[src/rtl/slip_ctrl_pkg.sv]
package slip_ctrl_pkg;

  typedef enum logic [2:0] {
    SEQ_IDLE   = 3'd0,
    SEQ_RESET  = 3'd1,
    SEQ_SETTLE = 3'd2,
    SEQ_PULSE  = 3'd3,
    SEQ_GAP    = 3'd4,
    SEQ_DONE   = 3'd5
  } seq_state_e;

  // Walk the alternating slip rule (first pulse -1, next +3, repeating,
  // modulo 2**width) and return the first pulse count reaching 'shift'.
  function automatic int unsigned pulses_for_shift(input int unsigned shift,
                                                   input int unsigned width);
    int unsigned span;
    int unsigned pos;
    int unsigned found_at;
    logic        found;
    span     = 1 << width;
    pos      = 0;
    found_at = 0;
    found    = 1'b0;
    for (int unsigned k = 0; k < span; k++) begin
      if (!found && pos == shift) begin
        found    = 1'b1;
        found_at = k;
      end
      if (k[0] == 1'b0) pos = (pos + span - 1) % span;
      else              pos = (pos + 3) % span;
    end
    return found_at;
  endfunction

endpackage

[src/rtl/slip_rst_sync.sv]
module slip_rst_sync #(
  parameter int unsigned STAGES = 2
) (
  input  logic clk,
  input  logic rst_n,
  output logic rst_n_sync
);
  logic [STAGES-1:0] sync_q;

  always_ff @(posedge clk or negedge rst_n) begin
    if (!rst_n) sync_q <= '0;
    else        sync_q <= {sync_q[STAGES-2:0], 1'b1};
  end

  assign rst_n_sync = sync_q[STAGES-1];
endmodule

[src/rtl/slip_count_map.sv]
module slip_count_map
  import slip_ctrl_pkg::*;
#(
  parameter int unsigned SHIFT_W = 3
) (
  input  logic [SHIFT_W-1:0] shift,
  output logic [SHIFT_W-1:0] pulses
);
  localparam int unsigned N_SHIFT = 1 << SHIFT_W;

  logic [SHIFT_W-1:0] lut [N_SHIFT];

  generate
    for (genvar s = 0; s < N_SHIFT; s++) begin : g_lut
      assign lut[s] = SHIFT_W'(pulses_for_shift(s, SHIFT_W));
    end
  endgenerate

  assign pulses = lut[shift];
endmodule

[src/rtl/slip_wait_timer.sv]
module slip_wait_timer #(
  parameter int unsigned CNT_W = 3
) (
  input  logic             clk,
  input  logic             rst_n,
  input  logic             load,
  input  logic [CNT_W-1:0] load_val,
  output logic             zero
);
  logic [CNT_W-1:0] cnt_q;
  logic [CNT_W-1:0] cnt_d;
  logic             cnt_en;

  always_comb begin
    cnt_en = load | (cnt_q != '0);
    cnt_d  = load ? load_val : cnt_q - 1'b1;
  end

  always_ff @(posedge clk or negedge rst_n) begin
    if (!rst_n)      cnt_q <= '0;
    else if (cnt_en) cnt_q <= cnt_d;
  end

  assign zero = (cnt_q == '0);
endmodule

[src/rtl/slip_seq_fsm.sv]
module slip_seq_fsm
  import slip_ctrl_pkg::*;
#(
  parameter int unsigned SHIFT_W       = 3,
  parameter int unsigned RST_CYCLES    = 2,
  parameter int unsigned SETTLE_CYCLES = 4,
  parameter int unsigned GAP_CYCLES    = 2
) (
  input  logic               clk,
  input  logic               rst_n,
  input  logic               start,
  input  logic [SHIFT_W-1:0] pulse_cnt,
  output logic               idle,
  output logic               deser_rst,
  output logic               slip_pulse,
  output logic               slip_done
);
  localparam int unsigned WAIT_A   = (RST_CYCLES > SETTLE_CYCLES) ? RST_CYCLES : SETTLE_CYCLES;
  localparam int unsigned WAIT_MAX = (WAIT_A > GAP_CYCLES) ? WAIT_A : GAP_CYCLES;
  localparam int unsigned CNT_W    = (WAIT_MAX < 2) ? 1 : $clog2(WAIT_MAX);
  localparam logic [CNT_W-1:0] RST_LOAD    = CNT_W'(RST_CYCLES - 1);
  localparam logic [CNT_W-1:0] SETTLE_LOAD = CNT_W'(SETTLE_CYCLES - 1);
  localparam logic [CNT_W-1:0] GAP_LOAD    = CNT_W'(GAP_CYCLES - 1);

  seq_state_e         state_q, state_d;
  logic [SHIFT_W-1:0] rem_q, rem_d;
  logic               rem_en;
  logic               tmr_load;
  logic [CNT_W-1:0]   tmr_val;
  logic               tmr_zero;
  logic               idle_q, deser_rst_q, slip_pulse_q, slip_done_q;

  slip_wait_timer #(.CNT_W(CNT_W)) u_timer (
    .clk      (clk),
    .rst_n    (rst_n),
    .load     (tmr_load),
    .load_val (tmr_val),
    .zero     (tmr_zero)
  );

  // Next-state logic
  always_comb begin
    state_d  = state_q;
    rem_d    = rem_q;
    rem_en   = 1'b0;
    tmr_load = 1'b0;
    tmr_val  = '0;
    unique case (state_q)
      SEQ_IDLE: begin
        if (start) begin
          state_d  = SEQ_RESET;
          rem_d    = pulse_cnt;
          rem_en   = 1'b1;
          tmr_load = 1'b1;
          tmr_val  = RST_LOAD;
        end
      end
      SEQ_RESET: begin
        if (tmr_zero) begin
          state_d  = SEQ_SETTLE;
          tmr_load = 1'b1;
          tmr_val  = SETTLE_LOAD;
        end
      end
      SEQ_SETTLE: begin
        if (tmr_zero) state_d = (rem_q == '0) ? SEQ_DONE : SEQ_PULSE;
      end
      SEQ_PULSE: begin
        rem_d  = rem_q - 1'b1;
        rem_en = 1'b1;
        if (rem_q == SHIFT_W'(1)) begin
          state_d = SEQ_DONE;
        end else begin
          state_d  = SEQ_GAP;
          tmr_load = 1'b1;
          tmr_val  = GAP_LOAD;
        end
      end
      SEQ_GAP: begin
        if (tmr_zero) state_d = SEQ_PULSE;
      end
      SEQ_DONE: state_d = SEQ_IDLE;
      default:  state_d = SEQ_IDLE;
    endcase
  end

  // State and output registers; outputs decoded from the next state
  always_ff @(posedge clk or negedge rst_n) begin
    if (!rst_n) begin
      state_q      <= SEQ_IDLE;
      idle_q       <= 1'b1;
      deser_rst_q  <= 1'b0;
      slip_pulse_q <= 1'b0;
      slip_done_q  <= 1'b0;
    end else begin
      state_q      <= state_d;
      idle_q       <= (state_d == SEQ_IDLE);
      deser_rst_q  <= (state_d == SEQ_RESET);
      slip_pulse_q <= (state_d == SEQ_PULSE);
      slip_done_q  <= (state_d == SEQ_DONE);
    end
  end

  always_ff @(posedge clk or negedge rst_n) begin
    if (!rst_n)      rem_q <= '0;
    else if (rem_en) rem_q <= rem_d;
  end

  assign idle       = idle_q;
  assign deser_rst  = deser_rst_q;
  assign slip_pulse = slip_pulse_q;
  assign slip_done  = slip_done_q;
endmodule

[src/rtl/slip_pulse_ctrl.sv]
module slip_pulse_ctrl
  import slip_ctrl_pkg::*;
#(
  parameter int unsigned SHIFT_W       = 3,
  parameter int unsigned RST_CYCLES    = 2,
  parameter int unsigned SETTLE_CYCLES = 4,
  parameter int unsigned GAP_CYCLES    = 2,
  parameter int unsigned SYNC_STAGES   = 2
) (
  input  logic               clk,
  input  logic               rst_n,
  input  logic               req_valid,
  input  logic [SHIFT_W-1:0] req_shift,
  output logic               req_ready,
  output logic               deser_rst,
  output logic               slip_pulse,
  output logic               slip_done
);
  logic               rst_n_sync;
  logic               fsm_idle;
  logic               accept;
  logic [SHIFT_W-1:0] pulse_cnt;

  slip_rst_sync #(.STAGES(SYNC_STAGES)) u_rst_sync (
    .clk        (clk),
    .rst_n      (rst_n),
    .rst_n_sync (rst_n_sync)
  );

  slip_count_map #(.SHIFT_W(SHIFT_W)) u_map (
    .shift  (req_shift),
    .pulses (pulse_cnt)
  );

  assign req_ready = fsm_idle & rst_n_sync;
  assign accept    = req_valid & req_ready;

  slip_seq_fsm #(
    .SHIFT_W       (SHIFT_W),
    .RST_CYCLES    (RST_CYCLES),
    .SETTLE_CYCLES (SETTLE_CYCLES),
    .GAP_CYCLES    (GAP_CYCLES)
  ) u_fsm (
    .clk        (clk),
    .rst_n      (rst_n_sync),
    .start      (accept),
    .pulse_cnt  (pulse_cnt),
    .idle       (fsm_idle),
    .deser_rst  (deser_rst),
    .slip_pulse (slip_pulse),
    .slip_done  (slip_done)
  );
endmodule

[config.mk]
export PLATFORM = sky130hd
export DESIGN_NAME = slip_pulse_ctrl
export DESIGN_NICKNAME = d
export VERILOG_FILES = /design/src/rtl/slip_ctrl_pkg.sv /design/src/rtl/slip_rst_sync.sv /design/src/rtl/slip_count_map.sv /design/src/rtl/slip_wait_timer.sv /design/src/rtl/slip_seq_fsm.sv /design/src/rtl/slip_pulse_ctrl.sv
export SDC_FILE = /design/constraint.sdc
export NUM_CORES = 1
export LEC_CHECK = 0
export ABC_AREA = 0
export BUFFER_PORTS_ARGS = -buffer_cell sky130_fd_sc_hd__buf_2
export CORE_ASPECT_RATIO = 0.75
export CORE_MARGIN = 1
export CORE_UTILIZATION = 44
export DETAILED_ROUTE_END_ITERATION = 6
export PLACE_DENSITY_LB_ADDON = 0.15
export REMOVE_ABC_BUFFERS = 1
export SYNTH_ARGS = -nofsm -noshare
export SYNTH_HDL_FRONTEND = slang
export SYNTH_SLANG_ARGS = --single-unit
[constraint.sdc]
create_clock -name clk -period 0.99 [get_ports clk]
set_input_delay 0.0495 -clock clk [delete_from_list [all_inputs] [get_ports clk]]
set_output_delay 0.0495 -clock clk [all_outputs]
set_load 0.05 [all_outputs]
### Yosys cells after proc, flatten, opt, wreduce, memory -nomap -nowiden

Memory sizes are Yosys's and may differ from the RTL's.
Cells that the tools add are included.

| word-level totals | value |
|---|---|
| register bits | 14 |
| ROM bits | 24 |
| input bits | 6 |
| output and inout port bits | 4 |
| word-level logic and storage cells | 53 |
| memories | 1 |

Memory list:

| memory | words | width | rd ports | clocked after memory_dff | write ports | line | source |
|---|---|---|---|---|---|---|---|
| (name not given) | 8 | 3 | 1 | 0 | 0 | slip_count_map.sv:19 | `assign pulses = lut[shift];` |

| cells by class | value |
|---|---|
| $add $sub $neg | 2 |
| $lt $le $gt $ge | 1 |
| equal/unequal tests | 9 |
| muxes and demuxes | 21 |
| bitwise operators | 4 |
| reduce and logical (&&, ||, !) cells | 7 |

Operators with widths:

| operator | count |
|---|---|
| $mux 3 | 8 |
| $pmux 3 s5 | 1 |
| $eq 3x1->1 const B | 3 |
| $eq 3x2->1 const B | 3 |
| $logic_not 3->1 | 3 |
| $eq 3x3->1 const B | 2 |
| $mux 1 | 6 |
| $pmux 2 s3 | 1 |
| $pmux 3 s2 | 1 |
| $ge 4x4->1 const B | 1 |
| $mux 2 | 2 |
| $not 3->4 | 1 |
| $reduce_bool 2->1 | 2 |
| $pmux 1 s3 | 1 |
| $reduce_and 3->1 | 1 |
| $sub 3x1->3 const B | 1 |
| $and 1x1->1 | 2 |
| $logic_not 2->1 | 1 |
| $ne 2x2->1 const B | 1 |
| $pmux 1 s2 | 1 |
| $sub 2x1->2 const B | 1 |
| $or 1x1->1 | 1 |

### Depth between registers and ports, before layout

Gate-level depths: netlist (run 1).

| logic depth | value |
|---|---|
| depth in word-level cells | 6 |
| depth in mapped cells | 6 |
| mapped depth without buffers | 6 |

### By module

Synthesis (run 1) repeated with hierarchy kept, for this count alone.

| second synthesis, totals | value |
|---|---|
| cell total of the unflattened synthesis | 79 |
| area total of the unflattened synthesis | 818.3 µm² |

By module, submodules not included:

| module | instances | cells each | area an instance (µm²) | sequential area each (µm²) |
|---|---|---|---|---|
| slip_seq_fsm | 1 | 57 | 591.8 | 251.5 |
| slip_wait_timer | 1 | 12 | 113.9 | 50.0 |
| slip_rst_sync | 1 | 3 | 53.8 | 50.0 |
| slip_count_map | 1 | 5 | 46.3 | 0.0 |
| slip_pulse_ctrl | 1 | 2 | 12.5 | 0.0 |

### Worst setup path before layout (run 1)

No wires, ideal clock.

| timing | value |
|---|---|
| path kind | register to register |
| start | reg u_rst_sync.sync_q[1] |
| end | reg u_fsm.u_timer.cnt_q[1] |
| setup time | 121 ps |
| data arrival time | 1600 ps |
| data required time | 869 ps |
| slack | -732 ps |
| stages on the path, launching flop included | 5 |
| buffers on the path | 0 |
| period minus slack after synthesis | 1722 ps |
| cell sequence | dfrtp_1 and2_1 and2_2 nor3_1 o22a_1 |

| between the ends | value |
|---|---|
| word-level cells in the longest chain between the ends | 5 |
| elaborated cells between the ends (all ways) | 6 |
| classes of those cells | mux (3); bitwise (3) |

Ends and longest elaborated chain:

| what | line | source |
|---|---|---|
| start: declaration | slip_rst_sync.sv:8 | `logic [STAGES-1:0] sync_q;` |
| start signal: assignment | slip_rst_sync.sv:12 | `else sync_q <= {sync_q[STAGES-2:0], 1'b1};` |
| $and 1x1->1 * | slip_pulse_ctrl.sv:35 | `assign req_ready = fsm_idle & rst_n_sync;` |
| named net req_ready | slip_pulse_ctrl.sv:14 | `output logic req_ready,` |
| $and 1x1->1 * | slip_pulse_ctrl.sv:36 | `assign accept = req_valid & req_ready;` |
| $mux 1 * | slip_seq_fsm.sv:50 | `if (start) begin` |
| $pmux 1 s3 * | slip_seq_fsm.sv:48 | `unique case (state_q)` |
| $mux 2 / $or 1x1->1 (equally long branches) | slip_wait_timer.sv:16, slip_wait_timer.sv:15 |  |
| end signal: assignment | slip_wait_timer.sv:21 | `else if (cnt_en) cnt_q <= cnt_d;` |
| end: declaration | slip_wait_timer.sv:10 | `logic [CNT_W-1:0] cnt_q;` |

Mark *: on every way through the listed nets, which the timed path passes. The rest lies on a longest branch.
A chain may end at the register's enable or synchronous reset.

### Final worst setup path (run 1)

| timing | value |
|---|---|
| start | reg u_fsm.rem_q[0] |
| end | reg u_fsm.u_timer.cnt_q[1] |

| between the ends | value |
|---|---|
| word-level cells in the longest chain between the ends | 4 |
| elaborated cells between the ends (all ways) | 5 |
| classes of those cells | eq/ne (1); mux (3); bitwise (1) |

Ends and longest elaborated chain:

| what | line | source |
|---|---|---|
| start: declaration | slip_seq_fsm.sv:26 | `logic [SHIFT_W-1:0] rem_q, rem_d;` |
| start signal: assignment | slip_seq_fsm.sv:106 | `else if (rem_en) rem_q <= rem_d;` |
| $eq 3x1->1 * | slip_seq_fsm.sv:71 | `if (rem_q == SHIFT_W'(1)) begin` |
| $mux 1 * | slip_seq_fsm.sv:71 |  |
| $pmux 1 s3 * | slip_seq_fsm.sv:48 |  |
| $mux 2 / $or 1x1->1 (equally long branches) | slip_wait_timer.sv:16, slip_wait_timer.sv:15 |  |

Mark *: on every way between the ends. The rest lies on a longest branch, timed or not.

==> key figures, run 1 <==
Worst setup path
  • Register-to-Register Setup Slack: -0.43 ns
  • Worst path required time: 1.16 ns
  • WS Path Type: register to register
  • CP Max Fanout: 3
  • Crit path arrival time: 1.59 ns
  • FF-to-FF End: u_fsm.u_timer.cnt_q[1]
  • Top Family by Delay on Critical Path: compound AO/OA/AOI/OAI gates
  • CP peak stage delay: 0.41 ns
  • CP cell instances: ha_2 -> and2b_1 -> a211oi_2 -> nor3_1 -> o22a_1
  • Worst reg2reg startpoint: u_fsm.rem_q[0]
  • Crit end category: register
  • Slowest CP cell: dfrtp_1
  • Startpoint types: register
  • Worst path bufs/invs: 0
  • R2R depth: 5

Global route
  • GRT Total Usage: 18.39%
  • Initial antenna violation count: 0
  • Most Used Layer, Global Route: met2
  • Met3 GRT Util: 7.364%
  • Vias in the first global route: 582
  • GRT overflow: 0
  • Largest net degree at the start of global routing: 13
  • First-pass GRT wire length: 2.511 mm
  • Met2 usage: 30.13%
  • Routing usage on met1: 20.67%

Synth
  • Largest area contributor in the netlist: dfrtp_1
  • Yosys cell types: 36
  • Top cell type's share of synthesized area: 39.69%
  • Top cells by area, synth: dfrtp_1 40%, ha_1 11%, dfstp_2 3.2%
  • Register bit total from synthesis: 14
  • Syn. warnings: 0
  • Post-synth ARST share: 100.0%
  • Sequential share of the synthesized area: 42.90%
  • Synthesized netlist cell count: 75
  • Synth Cell Area: 819.5 um2
  • Commonest register cell after synthesis: dfrtp_1
  • Post-synth EDFFs: 0
  • Synthesized area per cell: 10.93 um2

Detailed routing
  • Starting DRT DRC Count: 4
  • DRC viols: 0
  • DR vias: 648
  • Wirelength, routed: 1.661 mm
  • Drt wl/cell: 12.78 um
  • Detailed Routing Iterations Pass 1: 4
  • Vias per cell: 4.985
  • Final ANT Viol Nets: 0

Power and ir drop
  • Switching share of power: 40.22%
  • Sw Pwr: 1.515 mW
  • Sequential Power Share: 26.5%
  • Leakage power figure: 0.5431 nW
  • Pint: 2.251 mW
  • Power share of the combinational group: 62.7%
  • Clk pwr share: 10.8%
  • Worst VDD drop: 0.002236 V
  • Power density over the cells: 3219 nW/um2

STA
  • Fin crit period: 1.417 ns
  • Fin crit share: 143.1%
  • Fmax: 705.9 MHz
  • Final setup margin: -0.4266 ns
  • Clock Skew: 0.005945 ns
  • Number of hold violations in the final report: 0
  • Min Hold Slack: 0.04546 ns
  • Setup Viol. Count Final: 13
  • Max Slew Vio Count: 0
  • RSZ-0062 raised after global routing: yes

CTS
  • H-Tree Depth: 1
  • Sink Count: 14
  • CTS max path bufs: 2
  • Clk slew on worst S/H paths: 0.08 ns
  • Clk Latency, worst-skew pair: 0.28 ns
  • TritonCTS buffer count: 3
  • Clk root buf: clkbuf_4
  • CTS tree: yes

Cells and area
  • Area delta synth->final: 42.75%
  • Post-Layout Cell Count: 130
  • Fin nets: 122
  • Fillers: 124
  • Ant. Diodes: 0
  • Share of layout cells above drive strength 1: 58.33%

Die
  • Placement Rows: 13
  • Die Ht: 39.38 um
  • Core area: 1740 um2
  • Top-level I/O count: 10
  • Die X: 51.84 um
  • Starting Density: 47.09%
  • Die footprint: 2041 um2

Hold path
  • Min-delay worst type: input pin to register
  • Hold Path Sink: u_fsm.rem_q[0]
  • Hold Path Origin: req_shift[0]
  • WHS Path Cells: 3

Placed design
  • Final HPWL DP: 1.147 mm
  • I/O Buffers: 9
  • Dpl cells: 122
  • Placer Congestion: 0.8254

Outcome
  • Status: complete, but fails checks
  • Violated checks: negative setup slack

Run
  • Max_cap viols: 0
power groups by stage:
stage	Combinational, mW	Clock, mW	Sequential [mW]
finish	2.36	0.406	0.998
global route	2.51	0.446	1.03
CTS	2.12	0.425	0.985
detailed placement	1.91	0	0.983
global placement	1.89	0	0.980
floorplan	0.978	0	1.18
registers in the layout, indices dropped and copies added, names as in the netlist:
name	flops
u_fsm.u_timer.cnt_q	2
u_rst_sync.sync_q	2
u_fsm.rem_q	3
u_fsm.deser_rst	1
u_fsm.slip_pulse	1
u_fsm.idle	1
u_fsm.slip_done	1
u_fsm.state_q	3
worst max path at each step:
stage          cells after the start              startpoint                     end  slack (ns)
6_report                           5          u_fsm.rem_q[0]  u_fsm.u_timer.cnt_q[1]       -0.43
5_1_grt                            5          u_fsm.rem_q[0]  u_fsm.u_timer.cnt_q[1]       -0.50
4_1_cts                            5          u_fsm.rem_q[0]  u_fsm.u_timer.cnt_q[1]       -0.42
3_5_place_dp                       5          u_fsm.rem_q[0]  u_fsm.u_timer.cnt_q[1]       -0.42
3_3_place_gp                       6  u_fsm.u_timer.cnt_q[0]        u_fsm.slip_pulse       -0.41
2_1_floorplan                      4    u_rst_sync.sync_q[1]  u_fsm.u_timer.cnt_q[1]       -0.73
final cells by class:
type / count / area, um2 / area share, %
tap: 22 / 27.53 / 2.353
inverter: 5 / 18.77 / 1.604
timing repair buffer: 32 / 241.5 / 20.64
sequential: 14 / 354.1 / 30.27
clock buffer: 4 / 36.28 / 3.102
multi-input combinational: 53 / 491.7 / 42.03
timing repair:
item                                   CTS  global route
endpoints found under the hold margin    2             0
buffers inserted                         1             2
pin swaps                               11             3
setup endpoints to repair               13            13
hold buffers                             1             0
resized for setup                       20             9
Yosys cell counts, drive strengths merged (2+ instances only):
library cell  instances
and2                  4
and3b                 2
buf                   3
dfrtp                13
ha                    7
inv                   5
nand2                 7
nand2b                3
nand3                 4
nor2                  3
nor3                  3
o211ai                3
o21ai                 2
o22a                  2
o22ai                 2
through the flow:
step                      instance area [um2]  TNS (ns)  total power, mW  worst slack (ns)  util (%)
after global routing                     1170    -4.806            3.981           -0.5001     67.22
final                                    1170    -4.029            3.765           -0.4266     67.22
after CTS                                1120    -4.051            3.532           -0.4229     64.34
after global placement                   1001    -3.927            2.867           -0.4097     57.51
after floorplan                         785.8    -6.998            2.155           -0.7316         -
after detailed placement                 1001    -4.092            2.890           -0.4221     57.51
cell families (layout without fill, tap and decap cells):
kind of cell	after synthesis	count (layout)	synth area share [%]
mux	1	1	1.221
xor+xnor	1	1	1.069
other cells	1	1	0.4576
flops	14	14	42.90
compound gates	13	13	14.20
simple gates	30	30	23.05
fa+ha+maj	7	7	10.69
buf+inv	8	41	6.412
cell usage in the layout, fill, tap and decap left out, drive strengths merged, types with 2 or more instances in the layout:
| master | instances |
|---|---|
| o211ai | 3 |
| inv | 5 |
| nand2b | 3 |
| dfrtp | 13 |
| nand3 | 4 |
| o22a | 2 |
| nor2 | 3 |
| nor3 | 3 |
| and2 | 4 |
| clkbuf | 4 |
| o22ai | 2 |
| nand2 | 7 |
| and3b | 2 |
| buf | 31 |
| o21ai | 2 |
| ha | 7 |
metal layers:
metal	vias to the layer above	wire (um)
li1	324	-
met1	300	797
met2	18	748
met3	6	83
met4	0	31
met5	-	0
worst reg2reg max path: stages (launching register included):
cell and delay [ns]:
dfrtp_1 0.41, ha_2 0.17, and2b_1 0.18, a211oi_2 0.25
nor3_1 0.09, o22a_1 0.20
Note: power is estimated with default switching activity, not from simulation.
==> run 2, diff against run 1 <==
Settings changed: RECOVER_POWER from default to 100.
Clock period 0.99 ns to 1.56 ns, I/O delays scaled along.
==> run 2 against run 1 <==
The flow now finishes without violations. Clock skew down 0.00062 ns. Global-route usage down 0.49 points. Register-to-register slack improved by 0.50 ns. Final area decreased by 20%. Final cell count down 12%. Sequential share of layout area rose by 7.1 points. Clock power shrank 34%. Sequential power fell by 38%. Maximum frequency is 4.9% lower. Flip-flop and latch count did not move. Largest cell class unchanged.
==> key figures, run 2 (same netlist as run 1, synthesis figures left out) <==
STA
  • Setup Viol. Count Final: 0 (was 13)
  • Number of hold violations in the final report: 0 (unchanged)
  • Fmax: 671.5 MHz (was 705.9 MHz)
  • RSZ-0062 raised after global routing: no (was yes)
  • Worst Tran Pin Value: 0.6787 ns
  • Slew margin rel.: 54.75%
  • Clock Skew: 0.005328 ns (was 0.005945 ns)
  • Fin crit share: 95.47% (was 143.1%)
  • Fin crit period: 1.489 ns (was 1.417 ns)
  • Final setup margin: 0.07072 ns (was -0.4266 ns)
  • Max Slew Vio Count: 0 (unchanged)

Cells and area
  • Share of layout cells above drive strength 1: 27.17% (was 58.33%)
  • Design Area, Final: 939.7 um2 (was 1170 um2)
  • Most common cell after layout, fill and taps aside: dfrtp_1 (was buf_4)
  • Most frequent cells in the layout: 13 x dfrtp_1, 7 x nand2_1 (was 19 x buf_4, 11 x dfrtp_1, 8 x buf_2)
  • Ant. Diodes: 0 (unchanged)
  • Regs by FF count: u_fsm.rem_q: 3 flops, u_fsm.state_q: 3 flops (unchanged)
  • Area delta synth->final: 14.66% (was 42.75%)
  • Post-Layout Cell Count: 114 (was 130)
  • Fin nets: 106 (was 122)

Global route
  • Initial antenna violation count: 0 (unchanged)
  • Vias in the first global route: 540 (was 582)
  • Largest net degree at the start of global routing: 13 (unchanged)
  • GRT Total Usage: 17.90% (was 18.39%)
  • Routing usage on met1: 24.00% (was 20.67%)
  • First-pass GRT wire length: 2.484 mm (was 2.511 mm)
  • GRT overflow: 0 (unchanged)
  • Met2 usage: 26.92% (was 30.13%)
  • Most Used Layer, Global Route: met2 (unchanged)
  • Met3 GRT Util: 6.977% (was 7.364%)

Detailed routing
  • Final ANT Viol Nets: 0 (unchanged)
  • DR vias: 575 (was 648)
  • Wirelength, routed: 1.449 mm (was 1.661 mm)
  • Drt wl/cell: 12.71 um (was 12.78 um)
  • Detailed Routing Iterations Pass 1: 4 (unchanged)
  • DRC viols: 0 (unchanged)
  • Vias per cell: 5.044 (was 4.985)
  • Starting DRT DRC Count: 7 (was 4)

CTS
  • CTS tree: yes (unchanged)
  • TritonCTS buffer count: 3 (unchanged)
  • H-Tree Depth: 1 (unchanged)
  • Clk root buf: clkbuf_4 (unchanged)
  • Clk slew on worst S/H paths: 0.09 ns (was 0.08 ns)
  • CTS max path bufs: 2 (unchanged)
  • Clk Latency, worst-skew pair: 0.29 ns (was 0.28 ns)
  • Sink Count: 14 (unchanged)

Worst setup path
  • Top Family by Delay on Critical Path: flip-flops (was compound AO/OA/AOI/OAI gates)
  • Worst path bufs/invs: 1 (was 0)
  • CP Max Fanout: 4 (was 3)
  • Worst path required time: 1.79 ns (was 1.16 ns)
  • Crit end category: register (unchanged)
  • CP peak stage delay: 0.41 ns (about the same)
  • Crit path arrival time: 1.72 ns (was 1.59 ns)
  • WS Path Type: register to register (unchanged)
  • Slowest CP cell: dfrtp_1 (unchanged)
  • CP cell instances: inv_1 -> ha_1 -> and3b_1 -> o22a_2 -> o22ai_2 -> and2_1 (was ha_2 -> and2b_1 -> a211oi_2 -> nor3_1 -> o22a_1)
  • Startpoint types: register (unchanged)

Placed design
  • I/O Buffers: 9 (unchanged)
  • Dpl cells: 108 (was 122)
  • Final HPWL DP: 1.114 mm (was 1.147 mm)
  • Dpl cell area: 895.9 um2 (was 1001 um2)
  • Pre-CTS setup slack: 0.08387 ns (was -0.4221 ns)
  • Placer Congestion: 0.8706 (was 0.8254)

Die
  • Core area: 1740 um2 (unchanged)
  • Top-level I/O count: 10 (unchanged)
  • Die X: 51.84 um (unchanged)
  • Die Ht: 39.38 um (unchanged)
  • Die footprint: 2041 um2 (unchanged)
  • Placement Rows: 13 (unchanged)
  • Starting Density: 47.09% (unchanged)

Power and ir drop
  • Switching share of power: 41.97% (was 40.22%)
  • Power density over the cells: 2014 nW/um2 (was 3219 nW/um2)
  • Leakage power figure: 0.4350 nW (was 0.5431 nW)
  • Sequential Power Share: 32.6% (was 26.5%)
  • Clk pwr share: 14.1% (was 10.8%)
  • Sw Pwr: 0.7941 mW (was 1.515 mW)
  • Power share of the combinational group: 53.3% (was 62.7%)
  • Pint: 1.098 mW (was 2.251 mW)
  • Worst VDD drop: 0.001228 V (was 0.002236 V)

Hold path
  • Min-delay worst type: input pin to register (unchanged)

Outcome
  • Status: finished clean (was complete, but fails checks)

Run
  • Max_cap viols: 0 (unchanged)
run 2: changes by cell type in the layout (fill, tap and decap cells not counted), moves of 2 or more:
cell | previous run | this run
clkbuf_1 | 0 | 5
nand2_2 | 2 | 0
dfrtp_2 | 2 | 0
inv_2 | 4 | 0
and2_4 | 2 | 0
ha_1 | 3 | 5
buf_4 | 19 | 5
nand2_1 | 5 | 7
buf_6 | 3 | 0
dfrtp_1 | 11 | 13
inv_1 | 1 | 5
buf_2 | 8 | 4
ha_4 | 2 | 0
run 2: worst min-delay path, delay by kind of cell:
family | cells | cell delay [ns]
AO/OA/AOI/OAI | 1 | 0.09
AND/OR/NAND/NOR | 1 | 0.05
buffers and inverters | 1 | 0.11
run 2: path summary, 6_finish.rpt:
kind / startpoint / end / slack, ns / cells past startpoint
max in group asynchronous: u_rst_sync.sync_q[1] / u_fsm.rem_q[2] / 0.76 / 1
setup reg to reg: u_fsm.rem_q[0] / u_fsm.slip_pulse / 0.07 / 6
min in group asynchronous: rst_n / u_rst_sync.sync_q[0] / 0.09 / 2
hold reg to reg: u_rst_sync.sync_q[0] / u_rst_sync.sync_q[1] / 0.35 / 0
hold / removal: req_shift[0] / u_fsm.rem_q[0] / 0.08 / 3
setup / recovery: u_fsm.rem_q[0] / u_fsm.slip_pulse / 0.07 / 6
run 2: area by class of cell:
type | instances | area [um2]
Sequential cell | 14 | 351.6
Fill cell | 159 | 800.8
Clock buffer | 4 | 36.28
Timing Repair Buffer | 16 | 91.34
Tap cell | 22 | 27.53
Inverter | 5 | 18.77
Multi-Input combinational cell | 53 | 414.1
run 2: timing repair:
action | 4_1_cts | 5_1_grt
hold buffers | 1 | 0
gates resized for setup | 0 | 2
endpoints found under the hold margin | 2 | 0
endpoints found under the setup margin | 0 | 2
setup buffers | 0 | 1
run 2: power by group through the flow:
| stage | Sequential [mW] | Clock (mW) | Combinational, mW |
|---|---|---|---|
| after floorplan | 0.746 | 0 | 0.621 |
| after global placement | 0.618 | 0 | 0.997 |
| after detailed placement | 0.625 | 0 | 1.00 |
| after CTS | 0.617 | 0.276 | 1.01 |
| after global routing | 0.636 | 0.291 | 1.12 |
| final | 0.618 | 0.266 | 1.01 |
run 2: through the flow:
stage	utilization (%)	total power [mW]	setup TNS, ns	hold WS (ns)
finish	53.99	1.892	0	0.07824
floorplan	-	1.367	-0.7980	-0.2176
global route	53.99	2.048	0	0.1004
detailed placement	51.47	1.627	0	-0.1356
CTS	54.13	1.901	0	0.07433
global placement	51.47	1.616	0	-0.1364
run 2: routing by layer:
layer / vias up / wire [um]
met5: - / 0
met4: 0 / 17
met3: 3 / 69
met2: 12 / 585
met1: 268 / 777
li1: 292 / -
==> run 3, diff against run 2 <==
Settings changed: CORE_UTILIZATION 44 to 30.
==> run 3 against run 2 <==
Via count is 2.1% lower. Final cell count rose by 11%. Largest cell class unchanged. Flip-flop and latch count stayed put. Worst hold slack got worse by 0.016 ns. Critical endpoint unchanged. Setup slack gained 0.015 ns. Clock power is 2% higher. Sequential share of layout area decreased by 0.35 points.
==> key figures, run 3 (same netlist as run 1, synthesis figures left out) <==
Worst setup path
  • Crit path arrival time: 1.70 ns (was 1.72 ns)
  • Top Family by Delay on Critical Path: flip-flops (unchanged)
  • WS Path Type: register to register (unchanged)
  • Register-to-Register Setup Slack: 0.09 ns (was 0.07 ns)
  • CP peak stage delay: 0.41 ns (about the same)
  • Crit end category: register (unchanged)
  • Worst reg2reg startpoint: u_fsm.rem_q[0] (unchanged)
  • R2R depth: 6 (unchanged)
  • Crit path depth: 6 (unchanged)
  • Worst path bufs/invs: 1 (unchanged)
  • Worst path required time: 1.78 ns (was 1.79 ns)
  • FF-to-FF End: u_fsm.slip_pulse (unchanged)
  • CP Max Fanout: 4 (unchanged)
  • CP cell instances: inv_1 -> ha_1 -> and3b_1 -> o22a_2 -> o22ai_2 -> and2_1 (unchanged)
  • Startpoint types: register (unchanged)
  • Slowest CP cell: dfrtp_1 (unchanged)

Die
  • Core area: 2603 um2 (was 1740 um2)
  • Die X: 62.35 um (was 51.84 um)
  • Die Ht: 47.27 um (was 39.38 um)
  • Placement Rows: 16 (was 13)
  • Starting Density: 31.49% (was 47.09%)
  • Die footprint: 2947 um2 (was 2041 um2)
  • Top-level I/O count: 10 (unchanged)

Cells and area
  • Fin nets: 104 (was 106)
  • Design Area, Final: 948.4 um2 (was 939.7 um2)
  • Post-Layout Cell Count: 126 (was 114)
  • Share of layout cells above drive strength 1: 26.67% (was 27.17%)
  • Ant. Diodes: 0 (unchanged)
  • Most frequent cells in the layout: 13 x dfrtp_1, 7 x nand2_1, 5 x inv_1, 5 x ha_1, 5 x clkbuf_1 (was 13 x dfrtp_1, 7 x nand2_1)
  • Most common cell after layout, fill and taps aside: dfrtp_1 (unchanged)
  • Area delta synth->final: 15.73% (was 14.66%)
  • Regs by FF count: u_fsm.rem_q: 3 flops, u_fsm.state_q: 3 flops (unchanged)

STA
  • Number of hold violations in the final report: 0 (unchanged)
  • Clock Skew: 0.007904 ns (was 0.005328 ns)
  • Worst Tran Pin Value: 0.6606 ns (was 0.6787 ns)
  • RSZ-0062 raised after global routing: no (unchanged)
  • Fmax: 678.1 MHz (was 671.5 MHz)
  • Fin crit period: 1.475 ns (was 1.489 ns)
  • Max Slew Vio Count: 0 (unchanged)
  • Fin crit share: 94.54% (was 95.47%)
  • Final setup margin: 0.08525 ns (was 0.07072 ns)
  • Slew margin rel.: 55.96% (was 54.75%)
  • Setup Viol. Count Final: 0 (unchanged)

Detailed routing
  • Detailed Routing Iterations Pass 1: 4 (unchanged)
  • DR vias: 563 (was 575)
  • Final ANT Viol Nets: 0 (unchanged)
  • Vias per cell: 4.468 (was 5.044)
  • Starting DRT DRC Count: 12 (was 7)
  • Wirelength, routed: 1.410 mm (was 1.449 mm)
  • DRC viols: 0 (unchanged)
  • Drt wl/cell: 11.19 um (was 12.71 um)

Global route
  • Initial antenna violation count: 0 (unchanged)
  • Largest net degree at the start of global routing: 13 (unchanged)
  • Vias in the first global route: 508 (was 540)
  • First-pass GRT wire length: 2.366 mm (was 2.484 mm)
  • GRT Total Usage: 11.31% (was 17.90%)
  • GRT overflow: 0 (unchanged)

Hold path
  • Min-delay worst type: input pin to register (unchanged)
  • Hold Path Origin: req_shift[0] (unchanged)
  • WHS Path Cells: 3 (unchanged)
  • Hold Path Sink: u_fsm.rem_q[0] (unchanged)

CTS
  • TritonCTS buffer count: 3 (unchanged)
  • Clk root buf: clkbuf_4 (unchanged)
  • CTS tree: yes (unchanged)
  • Sink Count: 14 (unchanged)
  • Clk Latency, worst-skew pair: 0.29 ns (about the same)
  • H-Tree Depth: 1 (unchanged)
  • Clk slew on worst S/H paths: 0.09 ns (about the same)
  • CTS max path bufs: 2 (unchanged)
  • Post-CTS setup buffer count: 0 (unchanged)

Outcome
  • Status: finished clean (unchanged)

Power and ir drop
  • Worst VDD drop: 0.0007380 V (was 0.001228 V)
  • Leakage power figure: 0.4256 nW (was 0.4350 nW)
  • Power density over the cells: 1977 nW/um2 (was 2014 nW/um2)

Placed design
  • Dpl cell area: 905.9 um2 (was 895.9 um2)
  • I/O Buffers: 9 (unchanged)
  • Dpl cells: 121 (was 108)
  • Final HPWL DP: 1.077 mm (was 1.114 mm)
  • Pre-CTS setup slack: 0.09758 ns (was 0.08387 ns)
  • Placer Congestion: 0.7297 (was 0.8706)

Run
  • Max_cap viols: 0 (unchanged)
==> run 3: cell type report <==
class	count	area, um2
sequential	14	351.6
timing repair buffer	14	76.32
tap	36	45.04
clock buffer	4	36.28
fill	274	1654
multi-input combinational	53	420.4
inverter	5	18.77
==> run 3: worst reg2reg max path, delay by kind of cell (launching register included) <==
family                     cells  cell delay [ns]
buffers and inverters          1             0.08
AOI/OAI and AO/OA              2             0.36
and+or+nand+nor                2             0.35
adders and majority gates      1             0.21
DFF                            1             0.41
==> run 3: power breakdown <==
part / leakage, nW / switching, mW / internal (mW)
clock network: 0.0210 / 0.128 / 0.142
registers: 0.171 / 0.113 / 0.520
logic: 0.233 / 0.553 / 0.418
==> run 3: worst max path at each step <==
| stage | from | endpoint | slack (ns) |
|---|---|---|---|
| 2_1_floorplan | u_rst_sync.sync_q[1] | u_fsm.u_timer.cnt_q[1] | -0.16 |
| 3_3_place_gp | u_fsm.u_timer.cnt_q[0] | u_fsm.slip_pulse | 0.08 |
| 3_5_place_dp | u_fsm.rem_q[0] | u_fsm.u_timer.cnt_q[1] | 0.1 |
| 4_1_cts | u_fsm.u_timer.cnt_q[0] | u_fsm.slip_pulse | 0.07 |
| 5_1_grt | u_fsm.rem_q[0] | u_fsm.idle | 0.01 |
| 6_report | u_fsm.rem_q[0] | u_fsm.slip_pulse | 0.09 |
==> run 3: repair_timing <==
action / CTS / global route
hold buffers: 1 / 0
hold endpoints to repair: 2 / 0
gates resized for setup: 0 / 2
endpoints found under the setup margin: 0 / 2
==> run 3: per-layer routing <==
layer | GRT usage [%] | up-vias | wire, um
met2 | 16.04 | 16 | 542
met4 | 4.186 | 0 | 11
li1 | - | 294 | -
met3 | 5.097 | 2 | 90
met5 | 0 | - | 0
met1 | 15.20 | 251 | 765
==> run 3: per-stage QoR <==
stage | power [mW] | utilization (%) | hold slack [ns] | TNS (ns)
global route | 2.032 | 36.44 | 0.09757 | 0
global placement | 1.628 | 34.81 | -0.1354 | 0
floorplan | 1.367 | - | -0.2176 | -0.7980
finish | 1.875 | 36.44 | 0.06229 | 0
CTS | 1.894 | 36.59 | 0.06740 | 0
detailed placement | 1.609 | 34.81 | -0.1333 | 0
